[config.mk]
export PLATFORM = sky130hd
export DESIGN_NAME = iopage_decoder
export DESIGN_NICKNAME = d
export VERILOG_FILES = /design/src/rtl/iopg_pkg.sv /design/src/rtl/iopg_decode.sv /design/src/rtl/iopg_ctrl.sv /design/src/rtl/iopg_rom.sv /design/src/rtl/iopage_decoder.sv
export SDC_FILE = /design/constraint.sdc
export NUM_CORES = 1
export LEC_CHECK = 0
export BUFFER_PORTS_ARGS = -buffer_cell sky130_fd_sc_hd__buf_2
export CAP_MARGIN = 20
export CORE_AREA = 10 10 94 96
export CTS_CLUSTER_SIZE = 25
export DETAILED_ROUTE_END_ITERATION = 8
export DIE_AREA = 0 0 104 106
export GPL_ROUTABILITY_DRIVEN = 0
export HOLD_SLACK_MARGIN = 0.08
export PLACE_DENSITY = 0.8
export RECOVER_POWER = 100
export SLEW_MARGIN = 20
export SYNTH_ARGS = -nofsm -noshare
export SYNTH_HDL_FRONTEND = slang
export SYNTH_SLANG_ARGS = --single-unit
[constraint.sdc]
create_clock -name clk -period 2.5 [get_ports clk]
set_clock_uncertainty 0.15 [all_clocks]
set_input_delay 0.5 -clock clk [delete_from_list [all_inputs] [get_ports clk]]
set_output_delay 0.5 -clock clk [all_outputs]
set_load 0.03 [all_outputs]
[src/rtl/iopg_pkg.sv]
package iopg_pkg;

   localparam int unsigned NUM_PORTS     = 4;
   localparam int unsigned CTRL_ROM_BIT  = 7;
   localparam int unsigned CTRL_CLR_BASE = 4;

   localparam logic [3:0] OFF_TEST = 4'h0;
   localparam logic [3:0] OFF_CTRL = 4'h1;
   localparam logic [3:0] OFF_IDX  = 4'h2;
   localparam logic [3:0] OFF_DATA = 4'h3;
   localparam logic [3:0] OFF_TMR0 = 4'hA;

   typedef enum logic [2:0] {
      T_RAM,
      T_TEST,
      T_CTRL,
      T_IDX,
      T_DATA,
      T_PORT,
      T_TMR
   } tgt_e;

   typedef struct packed {
      tgt_e       tgt;
      logic       in_rom;
      logic [2:0] sub;
   } dec_t;

endpackage

[src/rtl/iopg_decode.sv]
module iopg_decode
   import iopg_pkg::*;
#(
   parameter int unsigned       ADDR_W    = 16,
   parameter logic [ADDR_W-1:0] IO_BASE   = 16'h00F0,
   parameter int unsigned       ROM_BYTES = 64
) (
   input  logic [ADDR_W-1:0] addr,
   output dec_t              dec
);

   logic rom_hit;

   generate
      if (ROM_BYTES > 0) begin : g_rom_hit
         localparam logic [ADDR_W-1:0] ROM_BASE = ~ADDR_W'(ROM_BYTES - 1);
         assign rom_hit = (addr >= ROM_BASE);
      end else begin : g_no_rom
         assign rom_hit = 1'b0;
      end
   endgenerate

   always_comb begin
      dec.tgt    = T_RAM;
      dec.sub    = '0;
      dec.in_rom = rom_hit;
      if (addr[ADDR_W-1:4] == IO_BASE[ADDR_W-1:4]) begin
         case (addr[3:0])
            OFF_TEST: dec.tgt = T_TEST;
            OFF_CTRL: dec.tgt = T_CTRL;
            OFF_IDX:  dec.tgt = T_IDX;
            OFF_DATA: dec.tgt = T_DATA;
            4'h4, 4'h5, 4'h6, 4'h7: begin
               dec.tgt = T_PORT;
               dec.sub = {1'b0, addr[1:0]};
            end
            4'h8, 4'h9: dec.tgt = T_RAM;
            default: begin
               dec.tgt = T_TMR;
               dec.sub = 3'(addr[3:0] - OFF_TMR0);
            end
         endcase
      end
   end

endmodule

[src/rtl/iopg_ctrl.sv]
module iopg_ctrl
   import iopg_pkg::*;
#(
   parameter int unsigned DATA_W     = 8,
   parameter int unsigned NUM_TIMERS = 3
) (
   input  logic                             clk,
   input  logic                             rst_n,
   input  logic                             wr,
   input  tgt_e                             tgt,
   input  logic [1:0]                       psel,
   input  logic [DATA_W-1:0]                wdata,
   output logic [NUM_PORTS-1:0][DATA_W-1:0] port_q,
   output logic [DATA_W-1:0]                idx_q,
   output logic                             rom_en,
   output logic [NUM_TIMERS-1:0]            tmr_en
);

   logic ctrl_wr;
   logic idx_wr;
   logic port_wr;

   assign ctrl_wr = wr && (tgt == T_CTRL);
   assign idx_wr  = wr && (tgt == T_IDX);
   assign port_wr = wr && (tgt == T_PORT);

   always_ff @(posedge clk or negedge rst_n) begin
      if (!rst_n) begin
         rom_en <= 1'b1;
         tmr_en <= '0;
      end else if (ctrl_wr) begin
         rom_en <= wdata[CTRL_ROM_BIT];
         tmr_en <= wdata[NUM_TIMERS-1:0];
      end
   end

   always_ff @(posedge clk or negedge rst_n) begin
      if (!rst_n)
         idx_q <= '0;
      else if (idx_wr)
         idx_q <= wdata;
   end

   generate
      for (genvar p = 0; p < NUM_PORTS; p++) begin : g_port
         localparam int unsigned CLR_BIT = CTRL_CLR_BASE + (p / 2);
         always_ff @(posedge clk or negedge rst_n) begin
            if (!rst_n)
               port_q[p] <= '0;
            else if (ctrl_wr && wdata[CLR_BIT])
               port_q[p] <= '0;
            else if (port_wr && (psel == 2'(p)))
               port_q[p] <= wdata;
         end
      end
   endgenerate

endmodule

[src/rtl/iopg_rom.sv]
module iopg_rom #(
   parameter int unsigned DATA_W    = 8,
   parameter int unsigned ROM_BYTES = 64,
   parameter int unsigned ROM_AW    = 6,
   parameter logic [((ROM_BYTES > 0) ? ROM_BYTES : 1)*DATA_W-1:0] ROM_INIT = '0
) (
   input  logic [ROM_AW-1:0] idx,
   output logic [DATA_W-1:0] q
);

   generate
      if (ROM_BYTES > 0) begin : g_rom
         assign q = ROM_INIT[idx*DATA_W +: DATA_W];
      end else begin : g_empty
         assign q = '0;
      end
   endgenerate

endmodule

[src/rtl/iopage_decoder.sv]
module iopage_decoder
   import iopg_pkg::*;
#(
   parameter int unsigned       ADDR_W     = 16,
   parameter int unsigned       DATA_W     = 8,
   parameter logic [ADDR_W-1:0] IO_BASE    = 16'h00F0,
   parameter int unsigned       ROM_BYTES  = 64,
   parameter logic [((ROM_BYTES > 0) ? ROM_BYTES : 1)*DATA_W-1:0] ROM_INIT = '0,
   parameter int unsigned       SREG_DEPTH = 128,
   parameter int unsigned       NUM_TIMERS = 3,
   localparam int unsigned      SREG_AW    = $clog2(SREG_DEPTH),
   localparam int unsigned      ROM_AW     = (ROM_BYTES > 1) ? $clog2(ROM_BYTES) : 1
) (
   input  logic                  clk,
   input  logic                  rst_n,
   input  logic [ADDR_W-1:0]     cpu_addr,
   input  logic                  cpu_rd,
   input  logic                  cpu_wr,
   input  logic [DATA_W-1:0]     cpu_wdata,
   output logic [DATA_W-1:0]     cpu_rdata,
   output logic [ADDR_W-1:0]     ram_addr,
   output logic                  ram_we,
   output logic [DATA_W-1:0]     ram_wdata,
   input  logic [DATA_W-1:0]     ram_rdata,
   output logic [SREG_AW-1:0]    sreg_addr,
   output logic                  sreg_we,
   output logic [DATA_W-1:0]     sreg_wdata,
   input  logic [DATA_W-1:0]     sreg_rdata,
   output logic [NUM_TIMERS-1:0] tmr_en,
   output logic                  tmr_stb,
   output logic                  tmr_wr,
   output logic [2:0]            tmr_sel
);

   initial begin
      assert (DATA_W >= 8) else $fatal(1, "DATA_W must be at least 8");
      assert (IO_BASE[3:0] == 4'h0) else $fatal(1, "IO_BASE must be 16-byte aligned");
      assert (NUM_TIMERS >= 1 && NUM_TIMERS <= CTRL_CLR_BASE)
         else $fatal(1, "NUM_TIMERS out of range");
      assert (SREG_DEPTH >= 2 && (SREG_DEPTH & (SREG_DEPTH - 1)) == 0 && SREG_AW <= DATA_W)
         else $fatal(1, "SREG_DEPTH must be a power of two within the index width");
      assert (ROM_BYTES == 0 || ((ROM_BYTES & (ROM_BYTES - 1)) == 0 && ROM_AW < ADDR_W))
         else $fatal(1, "ROM_BYTES must be zero or a power of two");
   end

   dec_t                             dec;
   logic [NUM_PORTS-1:0][DATA_W-1:0] port_q;
   logic [DATA_W-1:0]                idx_q;
   logic                             rom_en;
   logic [DATA_W-1:0]                rom_q;
   logic                             idx_ok;
   logic [DATA_W-1:0]                rd_next;

   iopg_decode #(
      .ADDR_W   (ADDR_W),
      .IO_BASE  (IO_BASE),
      .ROM_BYTES(ROM_BYTES)
   ) u_decode (
      .addr(cpu_addr),
      .dec (dec)
   );

   iopg_ctrl #(
      .DATA_W    (DATA_W),
      .NUM_TIMERS(NUM_TIMERS)
   ) u_ctrl (
      .clk   (clk),
      .rst_n (rst_n),
      .wr    (cpu_wr),
      .tgt   (dec.tgt),
      .psel  (dec.sub[1:0]),
      .wdata (cpu_wdata),
      .port_q(port_q),
      .idx_q (idx_q),
      .rom_en(rom_en),
      .tmr_en(tmr_en)
   );

   iopg_rom #(
      .DATA_W   (DATA_W),
      .ROM_BYTES(ROM_BYTES),
      .ROM_AW   (ROM_AW),
      .ROM_INIT (ROM_INIT)
   ) u_rom (
      .idx(cpu_addr[ROM_AW-1:0]),
      .q  (rom_q)
   );

   generate
      if (SREG_AW < DATA_W) begin : g_guard
         assign idx_ok = ~|idx_q[DATA_W-1:SREG_AW];
      end else begin : g_full
         assign idx_ok = 1'b1;
      end
   endgenerate

   assign ram_addr   = cpu_addr;
   assign ram_wdata  = cpu_wdata;
   assign ram_we     = cpu_wr && (dec.tgt == T_RAM);

   assign sreg_addr  = idx_q[SREG_AW-1:0];
   assign sreg_wdata = cpu_wdata;
   assign sreg_we    = cpu_wr && (dec.tgt == T_DATA) && idx_ok;

   assign tmr_stb    = (cpu_rd || cpu_wr) && (dec.tgt == T_TMR);
   assign tmr_wr     = cpu_wr;
   assign tmr_sel    = dec.sub;

   always_comb begin
      case (dec.tgt)
         T_RAM:   rd_next = (dec.in_rom && rom_en) ? rom_q : ram_rdata;
         T_IDX:   rd_next = idx_q;
         T_DATA:  rd_next = sreg_rdata;
         T_PORT:  rd_next = port_q[dec.sub[1:0]];
         default: rd_next = '0;
      endcase
   end

   always_ff @(posedge clk or negedge rst_n) begin
      if (!rst_n)
         cpu_rdata <= '0;
      else if (cpu_rd)
         cpu_rdata <= rd_next;
   end

endmodule

== Word-level counts from Yosys, hierarchy flattened ==
Index checks and enable logic that the tools add are counted.
Operators by class
  add/sub/neg operators: 1
  order comparisons: 2
  eq/ne operators: 18
  shift operators: 1
  mux-type cells: 16
  reduce and logical (&&, ||, !) cells: 26
Operators with widths (count)
  $shiftx A512 B10 Y8 const A: 1
  $mux W8: 10
  $pmux W8 S4: 1
  $pmux W3 S6: 1
  $bmux W8 S2: 1
  $eq A4 B3 Y1 const B: 4
  $ge A16 B16 Y1 const B: 1
  $logic_and A1 B1 Y1: 14
  $eq A12 B4 Y1 const B: 1
  $eq A3 B3 Y1 const B: 3
  $eq A4 B2 Y1 const B: 2
  $eq A4 B4 Y1 const B: 2
  $reduce_bool A2 Y1: 4
  $eq A3 B2 Y1 const B: 2
  $mux W3: 2
  $pmux W3 S2: 1
  $reduce_or A6 Y1: 1
  $eq A2 B2 Y1 const B: 2
  $eq A4 B1 Y1 const B: 1
  $logic_not A4 Y1: 1
  $reduce_or A4 Y1: 1
  $logic_not A3 Y1: 1
  $lt A2 B3 Y1 const B: 1
  $sub A3 B2 Y3 const B: 1
  5 further kinds: 5
Word-level totals
  bits in registers: 52
  input bits: 44
  output and inout bits: 57
  word-level logic and storage cells: 72

== Logic depth before layout (Yosys ltp) ==
Gate-level depths: netlist (run 1).
  word-level depth: 9
  mapped depth: 9

== Hierarchy ==
From an unflattened synthesis (run 1), not the netlist that was laid out.
Unflattened totals
  cells, all modules: 321
  area total of the unflattened synthesis: 3313.2 um2
By module, submodules not included
  iopg_ctrl: instances 1, cells each 181, area each 2014.4 um2, sequential area each 1102.3 um2
  iopage_decoder: instances 1, cells each 106, area each 1063.5 um2, sequential area each 200.2 um2
  iopg_decode: instances 1, cells each 25, area each 171.4 um2, sequential area each 0.0 um2
  iopg_rom: instances 1, cells each 9, area each 63.8 um2, sequential area each 0.0 um2

== Worst setup path after synthesis (run 1) ==
Ideal clock, no wire load.
  path kind: input to output
  start: input port cpu_addr[9]
  end: output port tmr_stb
  arrival time: 2.191 ns
  data required time: 1.850 ns
  path slack: -0.341 ns
  stages: 5
  path buffers: 1
  cells stage by stage: or4b_4 buf_6 nor3_4 nand2_1 nor3_1
Between the ends
  longest elaborated chain between the ends: 4
RTL lines
  start: declaration: RTL line iopage_decoder.sv:16  | input logic [ADDR_W-1:0] cpu_addr,
  $eq A12 B4 Y1: RTL line iopg_decode.sv:27  | if (addr[ADDR_W-1:4] == IO_BASE[ADDR_W-1:4]) begin
  $mux W3: RTL line iopg_decode.sv:27
  $eq A3 B3 Y1: RTL line iopage_decoder.sv:105  | assign tmr_stb = (cpu_rd || cpu_wr) && (dec.tgt == T_TMR);
  $logic_and A1 B1 Y1: RTL line iopage_decoder.sv:105
  end: declaration: RTL line iopage_decoder.sv:30  | output logic tmr_stb,
Every way passes these cells.

== Worst setup path after layout (run 1) ==
  start: input port cpu_addr[12]
  end: output port sreg_we
Between the ends
  longest elaborated chain between the ends: 5
RTL lines
  $eq A12 B4 Y1: RTL line iopg_decode.sv:27
  $mux W3: RTL line iopg_decode.sv:27
  $eq A3 B3 Y1: RTL line iopage_decoder.sv:103  | assign sreg_we = cpu_wr && (dec.tgt == T_DATA) && idx_ok;
  $logic_and A1 B1 Y1 (2 in a row): RTL line iopage_decoder.sv:103
  end: declaration: RTL line iopage_decoder.sv:26  | output logic sreg_we,
Every way passes these cells.

==> results of run 1 <==
-- stage by stage --
stage	setup TNS, ns	util, %	total power [W]	instance area, µm²	cells
detailed placement	-3.13	52.1	0.00117	3680	481
global route	-2.82	54.4	0.00178	3840	495
finish	-0.174	54.4	0.00172	3840	495
floorplan	-0.219	-	0.00108	3240	313
CTS	-0.170	54.4	0.00174	3840	492
global placement	-2.36	52.1	0.00117	3680	481
-- area by class of cell --
cell class / count / area share [%]
Clock buffer: 6 / 1.89
Clock inverter: 2 / 0.913
Inverter: 1 / 0.0978
Multi-Input combinational cell: 202 / 38.9
Sequential cell: 52 / 33.9
Tap cell: 99 / 3.23
Timing Repair Buffer: 133 / 21.1
-- where the power goes --
| group | leakage [nW] | switching (W) | internal [W] | total, W |
|---|---|---|---|---|
| Clock | 0.0552 | 0.000271 | 0.000297 | 0.000568 |
| Sequential | 0.711 | 0.00000763 | 0.000852 | 0.000859 |
| Combinational | 1.02 | 0.000204 | 0.0000903 | 0.000294 |
-- cells in the mapped netlist (2+ instances only) --
cell type / count
sky130_fd_sc_hd__a221oi_1: 8
sky130_fd_sc_hd__a22oi_1: 8
sky130_fd_sc_hd__a31o_2: 8
sky130_fd_sc_hd__a32oi_1: 8
sky130_fd_sc_hd__and2_1: 3
sky130_fd_sc_hd__and3_1: 3
sky130_fd_sc_hd__and4_1: 2
sky130_fd_sc_hd__buf_2: 5
sky130_fd_sc_hd__buf_4: 42
sky130_fd_sc_hd__buf_6: 3
sky130_fd_sc_hd__buf_8: 2
sky130_fd_sc_hd__clkbuf_1: 3
sky130_fd_sc_hd__clkbuf_8: 2
sky130_fd_sc_hd__dfrtp_1: 51
sky130_fd_sc_hd__mux2_2: 12
sky130_fd_sc_hd__mux2i_1: 29
sky130_fd_sc_hd__nand2_1: 14
sky130_fd_sc_hd__nand2b_1: 9
sky130_fd_sc_hd__nand3_1: 20
sky130_fd_sc_hd__nand4_1: 2
sky130_fd_sc_hd__nor2_1: 30
sky130_fd_sc_hd__nor2_2: 7
sky130_fd_sc_hd__nor2b_1: 11
sky130_fd_sc_hd__nor3_1: 6
sky130_fd_sc_hd__nor3_2: 3
sky130_fd_sc_hd__or4_4: 2
sky130_fd_sc_hd__xor2_1: 2
-- timing repair --
action | 4_1_cts | 5_1_grt
pin swaps | 4 | 5
hold buffers | 1 | 0
setup endpoints to repair | 5 | 6
gates resized for setup | 8 | 6
hold endpoints to repair | 24 | 0
setup buffers | 2 | 2
gates cloned | 0 | 1
-- logic make-up after synthesis --
| kind of cell | synth area share, % |
|---|---|
| compound gates | 9.88 |
| xor+xnor | 0.547 |
| buf+inv | 14.7 |
| flops | 40.7 |
| mux | 13.3 |
| simple gates | 20.9 |
-- path summary, 6_finish.rpt --
path	start	to	cells after the start
setup / recovery	cpu_addr[12]	sreg_we	6
hold / removal	ram_rdata[7]	cpu_rdata[7]	3
setup reg to reg	u_ctrl.rom_en	cpu_rdata[2]	6
hold reg to reg	u_ctrl.tmr_en[0]	u_ctrl.tmr_en[0]	1
max in group asynchronous	rst_n	u_ctrl.rom_en	3
min in group asynchronous	rst_n	u_ctrl.idx_q[6]	2
-- registers in the layout, summed over array words and instances, names as in the netlist --
| name | flops |
|---|---|
| u_ctrl.idx_q | 8 |
| u_ctrl.port_q | 32 |
| u_ctrl.rom_en | 1 |
| cpu_rdata | 8 |
| u_ctrl.tmr_en | 3 |
-- metal layers --
| metal | vias up | GRT usage, % | share of wire, % |
|---|---|---|---|
| li1 | 1238 | - | - |
| met1 | 1356 | 18.0 | 42 |
| met2 | 112 | 26.4 | 50 |
| met3 | 14 | 3.93 | 6.5 |
| met4 | 0 | 4.77 | 1.8 |
| met5 | - | 0 | 0 |
-- placed cells by master, fill, tap and decap left out, types with 3 or more instances in the layout --
master,n
sky130_fd_sc_hd__buf_6,6
sky130_fd_sc_hd__clkbuf_8,5
sky130_fd_sc_hd__nor3_2,3
sky130_fd_sc_hd__buf_12,5
sky130_fd_sc_hd__a32oi_1,8
sky130_fd_sc_hd__mux2_2,12
sky130_fd_sc_hd__and3_1,3
sky130_fd_sc_hd__nor2_2,7
sky130_fd_sc_hd__nand3_1,20
sky130_fd_sc_hd__dfrtp_1,51
sky130_fd_sc_hd__nor3_4,3
sky130_fd_sc_hd__nand2b_1,9
sky130_fd_sc_hd__a221oi_1,8
sky130_fd_sc_hd__buf_2,54
sky130_fd_sc_hd__a31o_2,8
sky130_fd_sc_hd__clkbuf_1,39
sky130_fd_sc_hd__a22oi_1,8
sky130_fd_sc_hd__buf_4,28
sky130_fd_sc_hd__and2_1,3
sky130_fd_sc_hd__nand2_1,13
sky130_fd_sc_hd__nor2b_1,11
sky130_fd_sc_hd__nor2_1,29
sky130_fd_sc_hd__nor3_1,4
sky130_fd_sc_hd__mux2i_1,27
-- worst register-to-register path, stage by stage, from the launching register on --
cell and delay (ns):
sky130_fd_sc_hd__dfstp_2 0.55, sky130_fd_sc_hd__nand4_1 0.09, sky130_fd_sc_hd__nor3_1 0.28, sky130_fd_sc_hd__a21oi_1 0.07
sky130_fd_sc_hd__buf_4 0.18, sky130_fd_sc_hd__nand2_1 0.08, sky130_fd_sc_hd__a32oi_1 0.10
==> impl_metrics.toml, run 1 <==
[floorplan]
initial_utilization_pct = 45.4
design.die.area_um2 = 11000
die_height_um = 106
top_level_port_count = 101
dieWidth_um = 104
row_count = 31
design.core.area_um2 = 7060

[synth]
most_used_flip_flop_cell_after_synthesis = "sky130_fd_sc_hd__dfrtp_1"
ys_warn_count = 0
postSynth.asyncResetShare_pct = 100
synth_nets = 357
synth.distinct_cells = 45
netlist_instances = 313
yosys_register_bits = 52
synth_area_leader_cell = "sky130_fd_sc_hd__dfrtp_1"
synth_edf_count = 0
synth_sequential_area_ratio_pct = 40.7
synth_top_cell_area_share_pct = 39.8
synth_area_um2 = 3200
syn_avg_cell_area_um2 = 10.2
netlist_top_cells_area = "sky130_fd_sc_hd__dfrtp_1 (40%), sky130_fd_sc_hd__buf_4 (9.8%), sky130_fd_sc_hd__mux2i_1 (9.1%)"

[timing]
final-max-slew-violation-count = 0
post-route-worst-setup-slack_ns = -0.100
report.final.setup_viol = 3
timing.max_slew.rel_slack_pct = 13.9
post-route-period-util_pct = 104
worstMarginPinSlew_ns = 1.29
maxClockFrequency_ghz = 0.385
post-route-min-period_ns = 2.60
setup_repair_after_global_routing_missed_its_margin = "true"
fin_hold_ws_ns = 0.310
timing_hold_violations_final = 0

[global_route]
grt_util_all_layers_pct = 15.2
grt_antenna_before_repair = 0
grt_pass1_wl_um = 14200
gr-total-overflow = 0
grt_max_degree = 29
via_count_of_the_first_global_routing_pass = 2816

[cts]
clkTransAtPathRegs_ns = 0.09
clock_tree_from_tritoncts = "done"
clock-sinks = 52
clock_root_buffer = "sky130_fd_sc_hd__clkbuf_8"
clk_path_buf_depth = 2
cts-htree-levels = 2
tritoncts.num_buffers = 5
worstSkewPairLatency_ns = 0.30

[final_layout]
final.fill_count = 675
syn2layout_area_growth_pct = 19.8
antenna-diode-count = 0
multi_input_comb_area_um2 = 1490
num-nets-final = 439
regArea_um2 = 1300
post_route_cells_drive_above_1_share_pct = 37.1

[detailed_routing]
wire_per_inst_um = 18.1
wl_um = 8970
route.detailed.vias_per_inst = 5.49
initialDrtViolationCount = 162
firstDrtPassIters = 4
final_antenna_net_count = 0
detailroute.via_count = 2720
drc = 0

[power]
ir_worst_vdd_mv = 0.428
cellPowerDensity_nw_per_um2 = 449
leakagePower_nw = 1.79

[worst_setup_path]
worst_path_most_repeated_cell = "sky130_fd_sc_hd__buf_6"
worst_path_dominant_cell_family = "simple AND/OR/NAND/NOR gates"
critPathLaunchType = "input pin"
worstPathArrival_ns = 1.95
critical_path.slowest_cell = "sky130_fd_sc_hd__or4_4"
critical_path.max_fanout = 3
path_buf_inv = 2
critical_path_required_ns = 1.85
crit_type = "in -> out"
cpPeakStageDelay_ns = 0.56
worstSetupEndpointType = "output pin"
regToRegSetupSlack_ns = 0.86
crit_chain = "buf_6 > or4_4 > or2_4 > nor3_4 > and3b_2 > buf_6"

[placed_design]
count_of_input_and_output_buffers = 100
post-place-ws_ns = -0.182
place_hpwl_um = 6650

[status]
status = "complete, but fails checks"
violations_in_the_final_reports = "setup timing"

[flow_run]
count_of_maximum_capacitance_violations = 0

[worst_hold_path]
worst_hold_path_type = "in -> reg"
No activity file was read; power rests on OpenSTA's default activity.
==> run 2: changes to the inputs <==
--- a/config.mk
+++ b/config.mk
@@ -15,6 +15,7 @@
 export HOLD_SLACK_MARGIN = 0.08
 export PLACE_DENSITY = 0.8
 export RECOVER_POWER = 100
+export SKIP_CTS_REPAIR_TIMING = 1
 export SLEW_MARGIN = 20
 export SYNTH_ARGS = -nofsm -noshare
 export SYNTH_HDL_FRONTEND = slang
==> impl_metrics.toml, run 2 (synthesized netlist as in run 1, its figures left out) <==
[power]
leakagePower_nw = 1.73
ir_worst_vdd_mv = 0.425
cellPowerDensity_nw_per_um2 = 452

[timing]
timing.max_slew.rel_slack_pct = 13.4
setup_repair_after_global_routing_missed_its_margin = "true"
worstMarginPinSlew_ns = 1.30
report.final.setup_viol = 2
post-route-min-period_ns = 2.60
post-route-period-util_pct = 104
post-route-worst-setup-slack_ns = -0.105
final-max-slew-violation-count = 0
timing_hold_violations_final = 0
fin_hold_ws_ns = 0.310
maxClockFrequency_ghz = 0.384

[final_layout]
flip_flop_count_of_the_largest_register_all_copies_and_words_added = 32
mostFrequentLayoutCells = "sky130_fd_sc_hd__clkbuf_1 (52), sky130_fd_sc_hd__dfrtp_1 (51), sky130_fd_sc_hd__buf_2 (43)"
registers_with_the_highest_flip_flop_counts = "u_ctrl.port_q: 32 flops, cpu_rdata: 8 flops, u_ctrl.idx_q: 8 flops"
final_core_util_pct = 53.6
syn2layout_area_growth_pct = 18.2
registers.top_by_ff_count = "u_ctrl.port_q"
num-nets-final = 437
multi_input_comb_area_um2 = 1470
antenna-diode-count = 0
stdcell_area_um2 = 3790
post_route_cells_drive_above_1_share_pct = 33.2
layout_commonest_cell = "sky130_fd_sc_hd__clkbuf_1"
final.fill_count = 684
regArea_um2 = 1300

[worst_setup_path]
crit_chain = "buf_6 > or4_4 > or2_4 > nor3_4 > and3b_2 > buf_6"
critical_path_required_ns = 1.85
critical_path.max_fanout = 4
crit_type = "in -> out"
critical_path.slowest_cell = "sky130_fd_sc_hd__or4_4"
worstPathArrival_ns = 1.95
r2r.worst_path.cells = 6
timing.rr.start = "u_ctrl.rom_en"
worst_path_most_repeated_cell = "sky130_fd_sc_hd__buf_6"
worstSetupEndpointType = "output pin"
regToRegSetupSlack_ns = 0.86
critPathLaunchType = "input pin"
critical_path.reg2reg.endpoint = "cpu_rdata[2]"
cpPeakStageDelay_ns = 0.57

[placed_design]
post-place-ws_ns = -0.182
place_hpwl_um = 6650
count_of_input_and_output_buffers = 100
place_area_um2 = 3680

[floorplan]
top_level_port_count = 101
die_height_um = 106
design.die.area_um2 = 11000
row_count = 31
dieWidth_um = 104
initial_utilization_pct = 45.4
design.core.area_um2 = 7060

[detailed_routing]
initialDrtViolationCount = 160
final_antenna_net_count = 0
route.detailed.vias_per_inst = 5.50
detailroute.via_count = 2710
firstDrtPassIters = 4
wl_um = 8810
drc = 0
wire_per_inst_um = 17.9

[status]
status = "complete, but fails checks"
violations_in_the_final_reports = "setup timing"

[global_route]
grt_util_all_layers_pct = 15.1
grt_antenna_before_repair = 0
grt_pass1_wl_um = 14000
gr-total-overflow = 0
via_count_of_the_first_global_routing_pass = 2796
grt_max_degree = 29

[worst_hold_path]
worst_hold_path_type = "in -> reg"
worstHoldPathCells = 3
hold_end = "cpu_rdata[7]"
holdCritStartpoint = "ram_rdata[7]"

[cts]
clkTransAtPathRegs_ns = 0.09
clock_tree_from_tritoncts = "done"
cts-htree-levels = 2
clock-sinks = 52
worstSkewPairLatency_ns = 0.30
clock_root_buffer = "sky130_fd_sc_hd__clkbuf_8"
clk_path_buf_depth = 2
tritoncts.num_buffers = 5

[flow_run]
count_of_maximum_capacitance_violations = 0
## run 2: critical path, delay by kind of cell
family,cells,cell delay [ns]
and+or+nand+nor,4,1.22
buffers and inverters,2,0.22
## run 2: worst max-delay path by stage
stage	cells after the start	to	start	slack (ns)
after global routing	6	sreg_we	cpu_addr[15]	-0.14
after global placement	6	sreg_we	cpu_addr[10]	-0.15
after floorplan	4	sreg_we	cpu_addr[10]	-0.10
after CTS	6	sreg_we	cpu_addr[10]	-0.19
final	6	sreg_we	cpu_addr[15]	-0.10
after detailed placement	6	sreg_we	cpu_addr[10]	-0.18
## run 2: power breakdown
| group | internal [W] | switching, W |
|---|---|---|
| clock network | 0.000297 | 0.000270 |
| logic | 0.0000840 | 0.000203 |
| registers | 0.000852 | 0.00000768 |
| total | 0.00123 | 0.000480 |
## run 2: per-layer routing
layer	part of all wire [%]	wire [µm]	global-route usage, %	vias to the layer above
met5	0	0	0	-
met2	50	4430	26.1	106
met3	5.8	510	3.93	14
met1	42	3730	17.9	1356
li1	-	-	-	1234
met4	1.6	144	4.77	0
## run 2: through the flow
stage | instances | setup TNS [ns] | power [W]
2_1_floorplan | 313 | -0.219 | 0.00108
3_3_place_gp | 481 | -2.36 | 0.00117
3_5_place_dp | 481 | -3.13 | 0.00117
4_1_cts | 489 | -0.497 | 0.00173
5_1_grt | 493 | -2.77 | 0.00177
6_report | 493 | -0.174 | 0.00171
## run 2: layout make-up
cell class	instances	area share, %
Sequential cell	52	34.4
Tap cell	99	3.27
Inverter	1	0.0991
Clock buffer	6	1.92
Timing Repair Buffer	132	20.5
Clock inverter	2	0.925
Multi-Input combinational cell	201	38.9
==> run 3: changes to the inputs <==
--- a/config.mk
+++ b/config.mk
@@ -14,7 +14,6 @@
 export GPL_ROUTABILITY_DRIVEN = 0
 export HOLD_SLACK_MARGIN = 0.08
 export PLACE_DENSITY = 0.8
-export RECOVER_POWER = 100
 export SKIP_CTS_REPAIR_TIMING = 1
 export SLEW_MARGIN = 20
 export SYNTH_ARGS = -nofsm -noshare
==> impl_metrics.toml, run 3 (synthesized netlist as in run 1, its figures left out) <==
[global_route]
grt_antenna_before_repair = 0
grt_max_degree = 29
grt_util_all_layers_pct = 15.1
via_count_of_the_first_global_routing_pass = 2796
gr-total-overflow = 0
grt_pass1_wl_um = 14000

[worst_setup_path]
crit_start = "cpu_addr[15]"
worstPathArrival_ns = 1.96
worst_path_dominant_cell_family = "simple AND/OR/NAND/NOR gates"
crit_chain = "buf_6 > or4_4 > or2_4 > nor3_4 > and3b_2 > buf_6"
critical_path.slowest_cell = "sky130_fd_sc_hd__or4_4"
critical_path.max_fanout = 4
worst_path_most_repeated_cell = "sky130_fd_sc_hd__buf_6"
crit_type = "in -> out"
worstSetupEndpointType = "output pin"
critical_path_required_ns = 1.85
cpPeakStageDelay_ns = 0.57
critPathLaunchType = "input pin"
regToRegSetupSlack_ns = 0.84
path_buf_inv = 2
timing.rr.start = "u_ctrl.rom_en"

[timing]
worstMarginPinSlew_ns = 0.573
timing_hold_violations_final = 0
post-route-worst-setup-slack_ns = -0.106
maxClockFrequency_ghz = 0.384
timing.max_slew.rel_slack_pct = 61.8
setup_repair_after_global_routing_missed_its_margin = "true"
report.final.setup_viol = 2
post-route-period-util_pct = 104
post-route-min-period_ns = 2.61
final-max-slew-violation-count = 0

[floorplan]
top_level_port_count = 101
row_count = 31
design.core.area_um2 = 7060
design.die.area_um2 = 11000
die_height_um = 106
initial_utilization_pct = 45.4
dieWidth_um = 104

[placed_design]
count_of_input_and_output_buffers = 100
place_hpwl_um = 6650
post-place-ws_ns = -0.182
place_area_um2 = 3680
place.detailed.instances = 481

[power]
ir_worst_vdd_mv = 0.425
leakagePower_nw = 1.90
cellPowerDensity_nw_per_um2 = 446
total_power_w = 0.00172

[final_layout]
layout_commonest_cell = "sky130_fd_sc_hd__buf_2"
final_core_util_pct = 54.8
flip_flop_count_of_the_largest_register_all_copies_and_words_added = 32
num-nets-final = 437
stdcell_area_um2 = 3860
antenna-diode-count = 0
mostFrequentLayoutCells = "sky130_fd_sc_hd__buf_2 (94), sky130_fd_sc_hd__dfrtp_1 (51), sky130_fd_sc_hd__nor2_1 (29), sky130_fd_sc_hd__mux2i_1 (29), sky130_fd_sc_hd__buf_4 (25)"
syn2layout_area_growth_pct = 20.7
registers.top_by_ff_count = "u_ctrl.port_q"
final.fill_count = 664
layout.cells.non_filler = 493
registers_with_the_highest_flip_flop_counts = "u_ctrl.port_q: 32 flops, cpu_rdata: 8 flops, u_ctrl.idx_q: 8 flops"
post_route_cells_drive_above_1_share_pct = 46.2

[detailed_routing]
firstDrtPassIters = 4
route.detailed.vias_per_inst = 5.50
wl_um = 8750
drc = 0
wire_per_inst_um = 17.8
initialDrtViolationCount = 160
detailroute.via_count = 2710
final_antenna_net_count = 0

[cts]
clk_path_buf_depth = 2
tritoncts.num_buffers = 5
clock_tree_from_tritoncts = "done"
clock-sinks = 52
cts-htree-levels = 2
clock_root_buffer = "sky130_fd_sc_hd__clkbuf_8"
clkTransAtPathRegs_ns = 0.09
worstSkewPairLatency_ns = 0.30

[worst_hold_path]
holdCritStartpoint = "ram_rdata[7]"
worst_hold_path_type = "in -> reg"

[status]
status = "complete, but fails checks"
violations_in_the_final_reports = "setup timing"

[flow_run]
count_of_maximum_capacitance_violations = 0
[run 3: cell types whose count changed in the layout (fill, tap and decap cells not counted)]
cell,previous run,this run
sky130_fd_sc_hd__buf_2,43,94
sky130_fd_sc_hd__buf_4,24,25
sky130_fd_sc_hd__clkbuf_1,52,1
sky130_fd_sc_hd__clkbuf_2,1,0
sky130_fd_sc_hd__clkbuf_4,1,0
sky130_fd_sc_hd__buf_12,5,6
[run 3: worst register-to-register path, stage by stage, from the launching register on]
cell                      delay (ns)
sky130_fd_sc_hd__dfstp_2        0.55
sky130_fd_sc_hd__nand4_1        0.09
sky130_fd_sc_hd__nor3_1         0.30
sky130_fd_sc_hd__a21oi_1        0.08
sky130_fd_sc_hd__buf_4          0.19
sky130_fd_sc_hd__nand2_1        0.08
sky130_fd_sc_hd__a32oi_1        0.10
[run 3: final cells by class]
class / count / area [µm²] / area share [%]
repair buffers: 132 / 856 / 22.1
well taps: 99 / 124 / 3.20
clock buffers: 6 / 72.6 / 1.88
clock inverters: 2 / 35.0 / 0.906
multi-input cells: 201 / 1470 / 38.1
flip-flops and latches: 52 / 1300 / 33.7
inverters: 1 / 3.75 / 0.0971
[run 3: stage by stage]
step	hold slack (ns)	TNS, ns
final	0.310	-0.166
after global routing	0.321	-0.225
after CTS	0.0435	-0.497
after detailed placement	0.349	-3.13
after global placement	0.340	-2.36
after floorplan	0.0544	-0.219
[run 3: final timing paths]
path                                         end  depth (start not counted)
worst max-delay path                     sreg_we                          6
worst min-delay path                cpu_rdata[7]                          3
worst max register to register      cpu_rdata[2]                          6
worst min register to register  u_ctrl.tmr_en[0]                          1
max in group asynchronous          u_ctrl.rom_en                          3
min in group asynchronous        u_ctrl.idx_q[6]                          2
[run 3: report_power, final]
group / total [W] / switching (W) / internal [W] / leakage [nW]
registers: 0.000859 / 0.00000746 / 0.000852 / 0.711
clock network: 0.000566 / 0.000269 / 0.000297 / 0.0552
logic: 0.000299 / 0.000202 / 0.0000972 / 1.13
total: 0.00172 / 0.000478 / 0.00125 / 1.90
[run 3: per-layer routing]
metal | track usage, % | routed length (µm) | up-vias
met5 | 0 | 0 | -
met4 | 4.77 | 138 | 0
met3 | 3.93 | 573 | 13
met2 | 26.1 | 4410 | 106
met1 | 17.9 | 3630 | 1358
li1 | - | - | 1233
